File: src/rtl/wdt_pkg.sv
package wdt_pkg;
  localparam int unsigned SEL_W = 3;
  localparam logic [7:0] FEED_FIRST  = 8'hA5;
  localparam logic [7:0] FEED_SECOND = 8'h5A;
  localparam logic REG_CTRL   = 1'b0;
  localparam logic REG_RELOAD = 1'b1;

  typedef struct packed {
    logic [SEL_W-1:0] pre_sel;
    logic             lvr_en;
    logic             clkf_en;
    logic             run;
    logic             pd_dis;
    logic             wd_mode;
  } ctrl_t;
endpackage

File: src/rtl/wdt_feed_seq.sv
module wdt_feed_seq
  import wdt_pkg::*;
(
  input  logic       clk_i,
  input  logic       rst_ni,
  input  logic       feed_we_i,
  input  logic [7:0] feed_data_i,
  output logic       feed_ok_o
);
  logic armed_q;

  assign feed_ok_o = feed_we_i && armed_q && (feed_data_i == FEED_SECOND);

  // every feed write re-evaluates the pattern; a first byte (re)arms
  always_ff @(posedge clk_i or negedge rst_ni) begin
    if (!rst_ni)        armed_q <= 1'b0;
    else if (feed_we_i) armed_q <= (feed_data_i == FEED_FIRST);
  end
endmodule

File: src/rtl/wdt_prescaler.sv
module wdt_prescaler
  import wdt_pkg::*;
#(
  parameter int unsigned PRE_BASE = 5,
  localparam int unsigned PRE_W = PRE_BASE + (1 << SEL_W) - 1
) (
  input  logic             clk_i,
  input  logic             rst_ni,
  input  logic             run_i,
  input  logic             clr_i,
  input  logic [SEL_W-1:0] sel_i,
  output logic             tick_o
);
  logic [PRE_W-1:0] cnt_q;
  logic [PRE_W-1:0] mask;

  always_comb begin
    for (int i = 0; i < PRE_W; i++) mask[i] = (i < (PRE_BASE + int'(sel_i)));
    tick_o = run_i && (&(cnt_q | ~mask));
  end

  always_ff @(posedge clk_i or negedge rst_ni) begin
    if (!rst_ni)    cnt_q <= '0;
    else if (clr_i) cnt_q <= '0;
    else if (run_i) cnt_q <= tick_o ? '0 : cnt_q + 1'b1;
  end
endmodule

File: src/rtl/wdt_counter.sv
module wdt_counter #(
  parameter int unsigned CNT_W = 8,
  parameter logic [CNT_W-1:0] RST_VAL = '1
) (
  input  logic             clk_i,
  input  logic             rst_ni,
  input  logic             tick_i,
  input  logic             load_i,
  input  logic [CNT_W-1:0] load_val_i,
  output logic [CNT_W-1:0] cnt_o,
  output logic             ovf_o
);
  logic [CNT_W-1:0] cnt_q;

  assign cnt_o = cnt_q;
  assign ovf_o = tick_i && !load_i && (cnt_q == '0);

  always_ff @(posedge clk_i or negedge rst_ni) begin
    if (!rst_ni)     cnt_q <= RST_VAL;
    else if (load_i) cnt_q <= load_val_i;
    else if (tick_i) cnt_q <= (cnt_q == '0) ? load_val_i : cnt_q - 1'b1;
  end
endmodule

File: src/rtl/prescaled_wdt.sv
module prescaled_wdt
  import wdt_pkg::*;
#(
  parameter int unsigned CNT_W = 8,
  parameter int unsigned PRE_BASE = 5,
  parameter logic [SEL_W-1:0] RST_SEL = 3'd1,
  parameter logic [CNT_W-1:0] RST_RELOAD = '1
) (
  input  logic             clk_i,
  input  logic             rst_ni,
  input  logic             reg_we_i,
  input  logic             reg_sel_i,
  input  logic [7:0]       reg_wdata_i,
  input  logic             feed_we_i,
  input  logic [7:0]       feed_data_i,
  input  logic             flag_clr_i,
  output logic [7:0]       ctrl_o,
  output logic [CNT_W-1:0] count_o,
  output logic             tmo_flag_o,
  output logic             wdt_rst_o
);
  localparam ctrl_t CTRL_RST = '{pre_sel: RST_SEL, lvr_en: 1'b0, clkf_en: 1'b0,
                                 run: 1'b1, pd_dis: 1'b0, wd_mode: 1'b1};

  ctrl_t            ctrl_q, shadow_q, wr_ctrl;
  logic [CNT_W-1:0] reload_q;
  logic             unlock_q, flag_q, rst_q;
  logic             feed_ok, tick, ovf, ctrl_wr, reload_wr;

  assign wr_ctrl   = ctrl_t'(reg_wdata_i);
  assign ctrl_wr   = reg_we_i && (reg_sel_i == REG_CTRL);
  assign reload_wr = reg_we_i && (reg_sel_i == REG_RELOAD);

  wdt_feed_seq i_feed (
    .clk_i, .rst_ni, .feed_we_i, .feed_data_i, .feed_ok_o(feed_ok)
  );

  wdt_prescaler #(.PRE_BASE(PRE_BASE)) i_pre (
    .clk_i, .rst_ni, .run_i(ctrl_q.run), .clr_i(feed_ok),
    .sel_i(ctrl_q.pre_sel), .tick_o(tick)
  );

  wdt_counter #(.CNT_W(CNT_W), .RST_VAL(RST_RELOAD)) i_cnt (
    .clk_i, .rst_ni, .tick_i(tick), .load_i(feed_ok),
    .load_val_i(reload_q), .cnt_o(count_o), .ovf_o(ovf)
  );

  always_ff @(posedge clk_i or negedge rst_ni) begin
    if (!rst_ni) begin
      ctrl_q   <= CTRL_RST;
      shadow_q <= CTRL_RST;
      reload_q <= RST_RELOAD;
      unlock_q <= 1'b0;
    end else begin
      if (reload_wr) reload_q <= reg_wdata_i[CNT_W-1:0];
      if (ctrl_wr)   shadow_q <= wr_ctrl;
      if (feed_ok)      unlock_q <= 1'b1;
      else if (ctrl_wr) unlock_q <= 1'b0;
      // feed applies shadow; unlock window passes one write; timer mode passes run only
      if (feed_ok)                          ctrl_q     <= shadow_q;
      else if (ctrl_wr && unlock_q)         ctrl_q     <= wr_ctrl;
      else if (ctrl_wr && !ctrl_q.wd_mode)  ctrl_q.run <= wr_ctrl.run;
    end
  end

  always_ff @(posedge clk_i or negedge rst_ni) begin
    if (!rst_ni) begin
      flag_q <= 1'b0;
      rst_q  <= 1'b0;
    end else begin
      if (ovf)             flag_q <= 1'b1;
      else if (flag_clr_i) flag_q <= 1'b0;
      rst_q <= ovf && ctrl_q.wd_mode;
    end
  end

  assign ctrl_o     = ctrl_q;
  assign tmo_flag_o = flag_q;
  assign wdt_rst_o  = rst_q;
endmodule

File: config.mk
export PLATFORM = sky130hd
export DESIGN_NAME = prescaled_wdt
export DESIGN_NICKNAME = d
export VERILOG_FILES = /design/src/rtl/wdt_pkg.sv /design/src/rtl/wdt_feed_seq.sv /design/src/rtl/wdt_prescaler.sv /design/src/rtl/wdt_counter.sv /design/src/rtl/prescaled_wdt.sv
export SDC_FILE = /design/constraint.sdc
export NUM_CORES = 1
export LEC_CHECK = 0
export BUFFER_PORTS_ARGS = -buffer_cell sky130_fd_sc_hd__clkbuf_2
export CELL_PAD_IN_SITES_DETAIL_PLACEMENT = 1
export CELL_PAD_IN_SITES_GLOBAL_PLACEMENT = 1
export CORE_AREA = 10 10 89 91
export CTS_BUF_LIST = sky130_fd_sc_hd__clkbuf_2
export DETAILED_ROUTE_END_ITERATION = 7
export DIE_AREA = 0 0 99 101
export GPL_TIMING_DRIVEN = 0
export PLACE_DENSITY_LB_ADDON = 0.1
export SLEW_MARGIN = 15
export SYNTH_ARGS = -nofsm -noshare
export SYNTH_HDL_FRONTEND = slang
export SYNTH_SLANG_ARGS = --single-unit
File: constraint.sdc
create_clock -name clk_i -period 2.3 [get_ports clk_i]
set_clock_uncertainty 0.2 [all_clocks]
set_input_delay 0.345 -clock clk_i [delete_from_list [all_inputs] [get_ports clk_i]]
set_output_delay 0.345 -clock clk_i [all_outputs]
set_load 0.05 [all_outputs]
==> metrics <==
commonest non-fill, non-tap cells in the layout clkbuf_2 (45), dfrtp_1 (25), nor2_1 (22), dfstp_2 (21); drt drc 0; clock sink count 48; first-pass GRT wire length 10.9 mm; final setup margin -34.4 ps; Hold Path Stages 4; post-detail-place hpwl 4.58 mm; total gr overflow 0; DIE AREA 10000 µm²; CTS tree done; ratio of cells with drive above 1 in the final layout 0.414; maximum clock insertion buffer count 2; ys async rst share 1.00; H-Tree Depth 2; syn avg cell area about 11 µm²; total core area 6200 µm²; CP Class reg2reg; number of synthesized register bits 48; failing checks negative setup slack; Synth Instances 235; Max FO, Critical Path 5; worst hold-check path type in2reg; Syn-to-layout area delta 28.8%; Synth Flop Type dfrtp_1; IO Port Bufs 39; Yosys cell types 44; Tcrit/Tclk final 1.01; Worst Max-Slew Pin Slew 672 ps; Pins Over Slew Limit 0; Setup TNS -168 ps; fmax 428 MHz; floorplan row count 29; RSZ-0062 raised after global routing yes; vias 1983; TritonCTS buffer count 5; EDFF count, synth 0; register-to-register path setup slack -30 ps; routed vias/inst around 5.2; 1st-iter DRT viols 84; worst hold slack 83.2 ps; drt pass-1 iters 4; Worst EP required 2490 ps; crit path DAT between 2000 and 3000 ps; critical path capture point type flop; max_slew headroom 0.550; routed len/inst 17.4 µm; Antenna Nets Post-Route 0; Hold Vio Cnt, Final 0; GR Util All Layers 0.133; I/O pin total 40; Final Setup Violations 13; synthesized area 2470 µm²; leading cell type in the layout, fill and taps excluded clkbuf_2; clock-pin slew on the worst setup and hold paths 250 ps; Max Cap Viol 0; Clock Tree Root clkbuf_2; outcome finished with violations; initial core utilization 0.398; Routability Congestion 0.806; syn nets ~260; die width 99 µm; R2R depth 8; Yosys Warn Count 0; Seq/Total Area, Yosys 0.497; final net count 330; Tmin final about 2300 ps; Lkg Pwr 1.39 nW; pwr/cell area roughly 640 nW/µm²; worst IR drop on VDD 0.362 mV; initial antenna violation count 0; ant diodes 0; worst skew pair latency between 400 and 500 ps; vias in the first global route slightly above 2000; wirelength, routed 6.63 mm; largest net degree at the start of global routing 49; Die Y 101 µm; Critical Path Source Type flop
-- worst paths after layout --
kind | startpoint | end
min in group asynchronous | rst_ni | i_feed.armed_q$_DFFE_PN0P_
max reg2reg | ctrl_o[5]$_DFFE_PN1P_ | i_cnt.cnt_o[5]$_DFFE_PN1P_
min reg2reg | shadow_q[0]$_DFFE_PN1P_ | ctrl_o[0]$_DFFE_PN1P_
max in group asynchronous | rst_ni | ctrl_o[6]$_DFFE_PN0P_
min | feed_data_i[7] | i_cnt.cnt_o[2]$_DFFE_PN1P_
max | ctrl_o[5]$_DFFE_PN1P_ | i_cnt.cnt_o[5]$_DFFE_PN1P_
-- layer usage --
metal / vias to the layer above / global-route usage / share of wire
li1: 955 / - / -
met1: 990 / 0.170 / 0.45
met2: 34 / 0.217 / 0.49
met3: 4 / 0.0377 / 0.049
met4: 0 / 0.0331 / 0.0077
met5: - / 0 / 0
-- through the flow --
step	instances	util	total power, mW	setup WS, ps	instance area [µm²]
global route	381	0.513	2.15	-145	3180
finish	381	0.513	2.03	-34.4	3180
floorplan	235	-	1.39	12.0	2490
CTS	377	0.492	2.03	-6.89	3050
global placement	351	0.448	1.53	-38.5	2780
detailed placement	351	0.448	1.54	-49.6	2780
-- cell type report --
class | instances | area (µm²)
fill | 705 | 3020
multi-input combinational | 163 | 1280
sequential | 48 | 1230
timing repair buffer | 61 | 400
tap | 77 | 96.3
inverter | 15 | 56.3
buffer | 9 | 51.3
clock inverter | 2 | 35.0
clock buffer | 6 | 30.0
-- cell usage after synthesis (3+ instances only) --
library cell	count	area (µm²)
xor2_1	7	61.3
o21ai_1	8	40.0
dfrtp_1	26	651
o21ai_0	10	50.1
nand4_1	5	31.3
inv_1	14	52.6
nand2_1	16	60.1
clkbuf_1	4	15.0
xnor2_1	5	43.8
a2bb2oi_1	6	52.6
a21oi_1	16	80.1
nand2b_1	4	25.0
dfstp_2	22	578
mux2i_1	9	90.1
ha_1	5	62.6
nor3_1	3	15.0
mux2_2	16	180
nand3_1	5	25.0
nor2_1	22	82.6
-- sequential cells by signal, summed over array words and instances, names as in the netlist --
register / count
tmo_flag_o: 1
ctrl_o: 8
i_pre.cnt_q: 12
reload_q: 8
i_cnt.cnt_o: 8
unlock_q: 1
i_feed.armed_q: 1
wdt_rst_o: 1
shadow_q: 8
-- power by group --
part | switching [mW] | leakage, nW | internal [mW]
combinational | 0.247 | 0.781 | 0.204
clock | 0.269 | 0.0430 | 0.187
sequential | 0.134 | 0.570 | 0.991
-- repair_timing --
action	in CTS	in global routing
pin swaps	1	3
hold endpoints to repair	45	0
setup buffers	5	4
endpoints found under the setup margin	20	21
gates cloned	1	0
gates resized for setup	9	21
hold buffers	12	0
-- worst max-delay path, stage by stage (launching register included) --
cell and delay, ps:
dfstp_4 690, ha_4 150, xor2_1 160, a21oi_1 60, a2111o_1 390, or2_4 300
buf_6 140, o21ai_2 150, a2bb2oi_2 70
-- cells by family after synthesis --
group	Yosys count	synth area share
compound gates	48	0.123
xor+xnor	12	0.0425
fa+ha+maj	5	0.0253
buf+inv	24	0.0420
flops	48	0.497
mux	25	0.109
simple gates	73	0.161
(Power assumes the default switching activity.)
